**config.mk**
```make
export PLATFORM = sky130hd
export DESIGN_NAME = line_lock_unit
export DESIGN_NICKNAME = d
export VERILOG_FILES = /design/src/rtl/line_lock_pkg.sv /design/src/rtl/line_match.sv /design/src/rtl/snoop_hold_fifo.sv /design/src/rtl/line_lock_unit.sv
export SDC_FILE = /design/constraint.sdc
export NUM_CORES = 1
export LEC_CHECK = 0
export ABC_AREA = 1
export CAP_MARGIN = 20
export CORE_MARGIN = 2
export CORE_UTILIZATION = 55
export CTS_CLUSTER_SIZE = 30
export DETAILED_ROUTE_END_ITERATION = 7
export PLACE_DENSITY = 0.87
export RECOVER_POWER = 50
export SYNTH_ARGS = -nofsm -noshare
export SYNTH_HDL_FRONTEND = slang
export SYNTH_SLANG_ARGS = --single-unit
```
**constraint.sdc**
```tcl
create_clock -name clk -period 8.69 [get_ports clk]
set_input_delay 1.3035 -clock clk [delete_from_list [all_inputs] [get_ports clk]]
set_output_delay 1.3035 -clock clk [all_outputs]
set_load 0.01 [all_outputs]
```
**src/rtl/line_lock_pkg.sv**
```systemverilog
package line_lock_pkg;
    typedef enum logic {
        SNP_SHARE = 1'b0,
        SNP_TAKE  = 1'b1
    } snp_kind_e;
endpackage

```
**src/rtl/line_match.sv**
```systemverilog
module line_match #(
    parameter int ADDR_W = 32,
    parameter int OFS_W  = 6
) (
    input  logic [ADDR_W-1:0]       addr,
    input  logic [ADDR_W-OFS_W-1:0] line,
    output logic                    hit
);
    // Byte-offset bits are dropped: whole-line comparison only
    assign hit = (addr[ADDR_W-1:OFS_W] == line);
endmodule

```
**src/rtl/snoop_hold_fifo.sv**
```systemverilog
module snoop_hold_fifo #(
    parameter int W     = 33,
    parameter int DEPTH = 4
) (
    input  logic         clk,
    input  logic         rst_n,
    input  logic         push,
    input  logic         pop,
    input  logic [W-1:0] din,
    output logic [W-1:0] dout,
    output logic         empty,
    output logic         full
);
    localparam int PTR_W = (DEPTH > 1) ? $clog2(DEPTH) : 1;
    localparam int CNT_W = $clog2(DEPTH + 1);
    localparam logic [PTR_W-1:0] LAST = PTR_W'(DEPTH - 1);
    localparam logic [CNT_W-1:0] FULLC = CNT_W'(DEPTH);

    typedef struct packed {
        logic [PTR_W-1:0] wr;
        logic [PTR_W-1:0] rd;
        logic [CNT_W-1:0] cnt;
    } ptr_t;

    ptr_t p_d, p_q;
    logic [W-1:0] mem_q [DEPTH];
    logic         do_push, do_pop;

    assign empty   = (p_q.cnt == '0);
    assign full    = (p_q.cnt == FULLC);
    assign do_push = push && !full;
    assign do_pop  = pop && !empty;
    assign dout    = mem_q[p_q.rd];

    always_comb begin
        p_d = p_q;
        if (do_push) p_d.wr = (p_q.wr == LAST) ? '0 : p_q.wr + 1'b1;
        if (do_pop)  p_d.rd = (p_q.rd == LAST) ? '0 : p_q.rd + 1'b1;
        case ({do_push, do_pop})
            2'b10:   p_d.cnt = p_q.cnt + 1'b1;
            2'b01:   p_d.cnt = p_q.cnt - 1'b1;
            default: p_d.cnt = p_q.cnt;
        endcase
    end

    always_ff @(posedge clk) begin
        if (!rst_n) p_q <= '0;
        else        p_q <= p_d;
    end

    for (genvar i = 0; i < DEPTH; i++) begin : g_slot
        always_ff @(posedge clk) begin
            if (do_push && p_q.wr == PTR_W'(i)) mem_q[i] <= din;
        end
    end
endmodule

```
**src/rtl/line_lock_unit.sv**
```systemverilog
module line_lock_unit
    import line_lock_pkg::*;
#(
    parameter int ADDR_W     = 32,
    parameter int LINE_BYTES = 64,
    parameter int HOLD_DEPTH = 4
) (
    input  logic              clk,
    input  logic              rst_n,
    input  logic              lk_req,
    input  logic [ADDR_W-1:0] lk_addr,
    input  logic              lk_split,
    input  logic              lk_own,
    input  logic              ul_req,
    output logic              lk_grant,
    output logic              lk_nrdy,
    output logic              lk_busy,
    output logic              lk_err,
    output logic              glk_req,
    input  logic              glk_gnt,
    input  logic              snp_in_valid,
    output logic              snp_in_ready,
    input  logic [ADDR_W-1:0] snp_in_addr,
    input  logic              snp_in_kind,
    output logic              snp_out_valid,
    output logic [ADDR_W-1:0] snp_out_addr,
    output logic              snp_out_kind
);
    localparam int OFS_W  = $clog2(LINE_BYTES);
    localparam int LINE_W = ADDR_W - OFS_W;
    localparam int SNP_W  = ADDR_W + 1;

    typedef struct packed {
        logic              active;
        logic              split;
        logic              wait_g;
        logic [LINE_W-1:0] line;
        logic              grant;
        logic              nrdy;
        logic              err;
        logic              glk;
        logic              out_v;
        logic [ADDR_W-1:0] out_addr;
        snp_kind_e         out_kind;
    } st_t;

    st_t d, q;

    logic             hit, hold, drain, accept, f_empty, f_full;
    logic [SNP_W-1:0] f_dout;
    logic [LINE_W-1:0] lock_line;

    line_match #(.ADDR_W(ADDR_W), .OFS_W(OFS_W)) u_match (
        .addr (snp_in_addr),
        .line (q.line),
        .hit  (hit)
    );

    // Held snoops are released once the lock is gone (or going this cycle)
    assign drain  = !f_empty && (!q.active || ul_req);
    assign hold   = q.active && !q.split && hit && !ul_req;
    assign snp_in_ready = !drain && !(hold && f_full);
    assign accept = snp_in_valid && snp_in_ready;

    snoop_hold_fifo #(.W(SNP_W), .DEPTH(HOLD_DEPTH)) u_hold (
        .clk   (clk),
        .rst_n (rst_n),
        .push  (accept && hold),
        .pop   (drain),
        .din   ({snp_in_kind, snp_in_addr}),
        .dout  (f_dout),
        .empty (f_empty),
        .full  (f_full)
    );

    always_comb begin
        d       = q;
        d.grant = 1'b0;
        d.nrdy  = 1'b0;

        // Snoop output path
        d.out_v = 1'b0;
        if (drain) begin
            d.out_v    = 1'b1;
            d.out_addr = f_dout[ADDR_W-1:0];
            d.out_kind = snp_kind_e'(f_dout[ADDR_W]);
        end else if (accept && !hold) begin
            d.out_v    = 1'b1;
            d.out_addr = snp_in_addr;
            d.out_kind = snp_kind_e'(snp_in_kind);
        end

        // Lock ownership
        if (ul_req && q.active) begin
            d.active = 1'b0;
            d.split  = 1'b0;
            d.wait_g = 1'b0;
            d.glk    = 1'b0;
        end else begin
            if (q.wait_g && glk_gnt) begin
                d.wait_g = 1'b0;
                d.grant  = 1'b1;
            end
            if (lk_req) begin
                if (q.active) begin
                    d.err = 1'b1;
                end else if (!f_empty) begin
                    d.nrdy = 1'b1;
                end else if (lk_split) begin
                    d.active = 1'b1;
                    d.split  = 1'b1;
                    d.wait_g = 1'b1;
                    d.glk    = 1'b1;
                    d.line   = lk_addr[ADDR_W-1:OFS_W];
                end else if (lk_own) begin
                    d.active = 1'b1;
                    d.split  = 1'b0;
                    d.grant  = 1'b1;
                    d.line   = lk_addr[ADDR_W-1:OFS_W];
                end else begin
                    d.nrdy = 1'b1;
                end
            end
        end
    end

    always_ff @(posedge clk) begin
        if (!rst_n) q <= '0;
        else        q <= d;
    end

    assign lock_line     = q.line;
    assign lk_grant      = q.grant;
    assign lk_nrdy       = q.nrdy;
    assign lk_busy       = q.active;
    assign lk_err        = q.err;
    assign glk_req       = q.glk;
    assign snp_out_valid = q.out_v;
    assign snp_out_addr  = q.out_addr;
    assign snp_out_kind  = q.out_kind;
endmodule


```
== Yosys cells after proc, flatten, opt, wreduce, memory -nomap -nowiden ==
Memories as Yosys holds them, arrays and structs flattened. A register that Yosys moved wholly into a read port is not among the register bits.
Cells that the tools add are included.

* Logic and storage cells: 113
* Register bits: 74
* Output and inout port bits: 40
* Memories: 1
* Bits in writable memories: 132

{| class="wikitable"
|+ Memories
! memory !! words !! bits a word !! rd ports !! clocked after memory_dff !! wr ports !! RTL line !! RTL
|-
| u_hold.mem_q || 4 || 33 || 1 || 1 || 1 || snoop_hold_fifo.sv:26 || <nowiki>logic [W-1:0] mem_q [DEPTH];</nowiki>
|}

* Reduce and logical (&&, ||, !) cells: 40
* Add/sub/neg operators: 4
* Bitwise logic cells: 4
* Multiplexer cells: 42
* Eq/ne operators: 8

{| class="wikitable"
|+ Operators with widths
! cell !! number
|-
| 2-to-1 mux 33 bit || 3
|-
| OR reduction 33 bit || 3
|-
| 2-to-1 mux 34 bit || 2
|-
| 2-to-1 mux 31 bit || 2
|-
| 2-to-1 mux 30 bit || 1
|-
| 2-to-1 mux 27 bit || 1
|-
| == test 26 bit || 1
|-
| 2-to-1 mux 26 bit || 1
|-
| 2-to-1 mux 1 bit || 21
|-
| 2-to-1 mux 2 bit || 10
|-
| logical AND 1 bit || 17
|-
| == test 2 bit (second input constant) || 4
|-
| zero test 1 bit || 8
|-
| AND reduction 4 bit || 2
|-
| case mux 3 bit (2 select lines) || 1
|-
| nonzero test 2 bit || 3
|-
| AND reduction 5 bit || 1
|-
| adder 2 x 1 -> 2 bit (second input constant) || 2
|-
| == test 2 x 1 -> 1 bit (second input constant) || 2
|-
| NOT 1 bit || 4
|-
| OR reduction 4 bit || 1
|-
| adder 3 x 1 -> 3 bit (second input constant) || 1
|-
| == test 3 bit (second input constant) || 1
|-
| zero test 3 bit || 1
|-
| 5 further kinds || 5
|}

== Depth between registers and ports, before layout ==
* Depth after elaboration: 17
* Mapped depth: 15
* Gate-level depth less buffers: 15

== Modules after synthesis ==
A second synthesis with hierarchy kept.

* Cell total of the unflattened synthesis: 984
* Area, all modules: 9059.9 um^2

{| class="wikitable"
|+ Modules (own cells, without submodules)
! module !! instances !! sequential area each (um^2) !! cells each !! area each (um^2)
|-
| snoop_hold_fifo || 1 || 4144.0 || 389 || 5425.2
|-
| line_lock_unit || 1 || 1341.3 || 469 || 3123.0
|-
| line_match || 1 || 0.0 || 126 || 511.7
|}

== Least setup slack after synthesis ==
OpenSTA, ideal clock, no wires.

* Path type: input -> register
* Start point: input ul_req
* End point: memory u_hold.mem_q[0][0], enable pin
* Slack: 4661 ps
* Library setup time: 423 ps
* Path buffers: 0
* Stages: 9
* Arrival: 3606 ps
* Cells stage by stage: inv_1 -> nand2_1 -> nor2_1 -> nand2_1 -> nor3_1 -> nand3_1 -> nor2_1 -> nand4_1 -> nor2_1

* Cells in the longest elaborated chain, start to end: 15
* Elaborated cells on any way between the ends: 32

{| class="wikitable"
|+ Ends and longest elaborated chain
! element !! RTL line !! RTL
|-
| start: declaration || line_lock_unit.sv:14 || <nowiki>input logic ul_req,</nowiki>
|-
| zero test 1 bit || line_lock_unit.sv:61 || <nowiki>assign hold = q.active && !q.split && hit && !ul_req;</nowiki>
|-
| logical AND 1 bit || line_lock_unit.sv:61 ||
|-
| logical AND 1 bit || line_lock_unit.sv:62 || <nowiki>assign snp_in_ready = !drain && !(hold && f_full);</nowiki>
|-
| zero test 1 bit || line_lock_unit.sv:62 ||
|-
| logical AND 1 bit || line_lock_unit.sv:62 ||
|-
| logical AND 1 bit || line_lock_unit.sv:63 || <nowiki>assign accept = snp_in_valid && snp_in_ready;</nowiki>
|-
| logical AND 1 bit * || line_lock_unit.sv:68 || <nowiki>.push (accept && hold),</nowiki>
|-
| logical AND 1 bit * || snoop_hold_fifo.sv:31 || <nowiki>assign do_push = push && !full;</nowiki>
|-
| logical AND 1 bit || snoop_hold_fifo.sv:53 || <nowiki>if (do_push && p_q.wr == PTR_W'(i)) mem_q[i] <= din;</nowiki>
|-
| 2-to-1 mux 1 bit || snoop_hold_fifo.sv:53 ||
|-
| 2-to-1 mux 1 bit (not written as such) || snoop_hold_fifo.sv:53 ||
|-
| OR reduction 33 bit (no line) || - ||
|-
| 2-to-1 mux 2 bit (no line) or 2-to-1 mux 1 bit (tied branches) (3 in series) || - ||
|-
| end: declaration || snoop_hold_fifo.sv:26 ||
|}

Mark *: on every way between the ends. The rest lies on a longest branch, timed or not.

== Worst setup path in the final report ==
* Start point: input snp_in_addr[14]
* End point: output snp_in_ready

* Cells in the longest elaborated chain, start to end: 6

{| class="wikitable"
|+ Ends and longest elaborated chain
! element !! RTL line !! RTL
|-
| start: declaration || line_lock_unit.sv:23 || <nowiki>input logic [ADDR_W-1:0] snp_in_addr,</nowiki>
|-
| == test 26 bit || line_match.sv:10 || <nowiki>assign hit = (addr[ADDR_W-1:OFS_W] == line);</nowiki>
|-
| logical AND 1 bit (2 in series) || line_lock_unit.sv:61 ||
|-
| logical AND 1 bit || line_lock_unit.sv:62 ||
|-
| zero test 1 bit || line_lock_unit.sv:62 ||
|-
| logical AND 1 bit || line_lock_unit.sv:62 ||
|-
| end: declaration || line_lock_unit.sv:22 || <nowiki>output logic snp_in_ready,</nowiki>
|}

No other way between the ends.

==> flow_metrics.py <==
metrics = {
    "run_status": {
        "status": "complete, but fails checks",
        "violations": "max-capacitance violations, max-slew violations",
    },
    "setup_path": {
        "crit_chain": "dlygate4sd3_1, xnor2_1, nand2_1, nor2_1, nand2_1, nor2_1, nand3_2, nand2_1, inv_1, clkdlybuf4s50_1",
        "path_delay_family": "buffers and inverters",
        "crit_top_cell": "nand2_1",
        "max_stage_delay_ps": 630,
        "start_kind": "input port",
        "cpMaxStageDelayCell": "dlygate4sd3_1",
        "crit_buf_inv": 3,
        "required_ps": 7390,
        "critPathKind": "input port to output pin",
        "crit_path_end_kind": "output pin",
        "arrival_ps": 3580,
        "path_max_fanout": 6,
    },
    "clock_network": {
        "holdBufCountCts": 0,
        "h-tree-depth": 1,
        "cts_setup_buffers": 0,
        "cts_tree": "yes",
        "cts_buffers": 22,
        "clkSinkCount": 208,
        "clk_latency_ps": 510,
        "cts_root_buf": "clkbuf_16",
        "cts.repair.resized": 0,
        "cts.path.max_buffers": 3,
        "clk_pin_slew_worst_paths_ps": 60,
    },
    "global_route": {
        "grt_pass1_vias": 6406,
        "use_met3_pct": 4.059,
        "grtUsageTotal_pct": 24.65,
        "overflow": 0,
        "use_met2_pct": 43.70,
        "grt_max_degree": 67,
        "grtUsageMet1_pct": 29.95,
        "antenna_found_initial": 2,
        "grt_pass1_wl_um": 32130,
        "top_usage_layer": "met2",
    },
    "synth": {
        "syn_area_mm2": 0.008763,
        "synth.avg_cell_area_um2": 9.536,
        "synth-seq-cells": 208,
        "ys_seq_area_share_pct": 62.59,
        "syn_inst": 919,
        "synth.distinct_cells": 26,
        "synth_fp_nets": 999,
        "yosys_warnings": 0,
    },
    "timing": {
        "final_max_slew_viol_count": 37,
        "final.setup.tns_ps": 0,
        "layout_setup_ws_ps": 3811,
        "worstMarginPinSlew_ps": 1541,
        "skew_ps": 21.85,
        "relSlewSlack_pct": -2.752,
        "setup_viol": 0,
        "rsz0062_at_grt": "no",
        "hold_violations": 0,
        "fmax_mhz": 205.0,
        "post-route-period-util_pct": 56.14,
        "period_minus_slack_ps": 4879,
    },
    "route": {
        "dr.pass1.iters": 5,
        "avgRoutedWirePerCell_um": 17.53,
        "route.detailed.drc": 0,
        "drt_iter0_markers": 640,
        "vias": 6652,
        "ant_nets": 0,
        "routed_wl_um": 21390,
        "via_per_inst": 5.452,
    },
    "power_and_ir_drop": {
        "power_frac_comb_pct": 30.1,
        "p_int_uw": 2106,
        "p_switching_uw": 1052,
        "power.density_mw_per_mm2": 296.8,
        "leakage_uw": 0.004038,
        "p_clk_share_pct": 30.2,
        "worst_ir_drop_vdd_mv": 0.1568,
        "p_sw_share_pct": 33.31,
        "pwr-share-seq_pct": 39.6,
    },
    "final_layout": {
        "final_cell_mix": "nor2_1, edfxtp_1, o21ai_0, a21oi_1, nand2_1",
        "layout.nets": 1066,
        "regArea_mm2": 0.005488,
        "layout-drive-gt1-share_pct": 5.589,
        "fillers": 1089,
        "area_growth_syn_to_layout_pct": 21.39,
        "multi_input_comb_area_mm2": 0.002639,
        "final_area_mm2": 0.01064,
        "layout_commonest_cell": "nor2_1",
        "instances_no_fill": 1220,
    },
    "floorplan": {
        "start_util_pct": 55.77,
        "dieArea_mm2": 0.01696,
        "die_w_um": 130.2,
        "design.core.area_mm2": 0.01571,
        "die_h_um": 130.2,
        "core.rowCount": 46,
        "ioPinCount": 113,
    },
    "place": {
        "gp_congestion": 0.8315,
        "dpl_cell_area_mm2": 0.009767,
        "place_ws_ps": 3771,
        "dp_cells": 1173,
        "port_buffers": 106,
        "dp_hpwl_um": 12370,
    },
    "min_path": {
        "hp-class": "flop to flop",
    },
    "flow_run": {
        "maxCapViolCount": 1,
    },
}
[through the flow]
stage	hold WS (ps)	power (µW)	util (%)
final	459.7	3157	67.70
after global routing	476.0	3314	67.69
after CTS	463.5	3165	66.89
after detailed placement	454.5	2218	62.16
after global placement	439.8	2176	61.98
after floorplan	436.4	1933	-
[area by class of cell]
cell class	count	share of cell area, %
antenna	2	0.04705
clock buffer	28	5.681
clock inverter	12	1.306
inverter	65	2.294
multi-input combinational	572	24.81
sequential	208	51.59
tap	216	2.541
timing repair buffer	117	11.74
[tightest hold or removal path, delay by kind of cell (launching register included)]
kind | cells | cell delay (ps)
and+or+nand+nor | 1 | 60
AOI/OAI and AO/OA | 1 | 50
DFF | 1 | 300
[worst paths after layout]
check | depth (start not counted) | to | slack (ps) | startpoint
max | 10 | snp_in_ready | 3810 | snp_in_addr[14]
min | 2 | snp_out_addr[27]$_SDFFE_PN0P_ | 460 | snp_out_addr[27]$_SDFFE_PN0P_
max reg2reg | 8 | u_hold.mem_q[0][10]$_DFFE_PP_ | 5270 | u_hold.p_q[0]$_SDFFE_PN0P_
min reg2reg | 2 | snp_out_addr[27]$_SDFFE_PN0P_ | 460 | snp_out_addr[27]$_SDFFE_PN0P_
[power by group through the flow]
stage / Clock, µW / Combinational, µW / Sequential (µW)
finish: 955 / 951 / 1250
global route: 997 / 1050 / 1270
CTS: 956 / 955 / 1250
detailed placement: 0 / 946 / 1270
global placement: 0 / 907 / 1270
floorplan: 0 / 690 / 1240
[cells by family (layout without fill, tap and decap cells)]
| logic type | Yosys count | count (layout) | synth area share (%) |
|---|---|---|---|
| AOI/OAI and AO/OA | 184 | 184 | 10.75 |
| xor gates and xnor gates | 21 | 21 | 2.099 |
| adders and majority gates | 7 | 7 | 1.085 |
| buffers and inverters | 139 | 222 | 7.638 |
| DFF | 208 | 208 | 62.59 |
| other | 0 | 2 | 0 |
| and+or+nand+nor | 360 | 360 | 15.83 |
[layer usage]
metal	part of all wire [%]	wire length, µm
met4	3.4	730
met5	0	0
met1	39	8266
met3	7.8	1663
met2	50	10720
[registers in the layout, summed over array words and instances (netlist names), 2 cells and up, named ones only]
signal / cells
u_hold.mem_q: 132
q: 2
u_hold.p_q: 7
lock_line: 26
snp_out_addr: 32
[cell usage after synthesis (all sizes together)]
library cell	count	area (µm²)
nor3	2	10.01
nand2	81	304.0
nand4	7	43.79
a31oi	1	21.27
and3	1	6.260
nor2	266	1003
clkbuf	27	101.4
nand3	3	20.02
xnor2	19	166.4
xor2	2	17.52
fa	1	20.02
a21oi	82	410.4
inv	64	240.2
dfxtp	76	1521
clkinv	1	3.750
o211a	1	10.01
o21ai	100	500.5
ha	6	75.07
buf	47	324.1
edfxtp	132	3964
(Power assumes the default switching activity.)
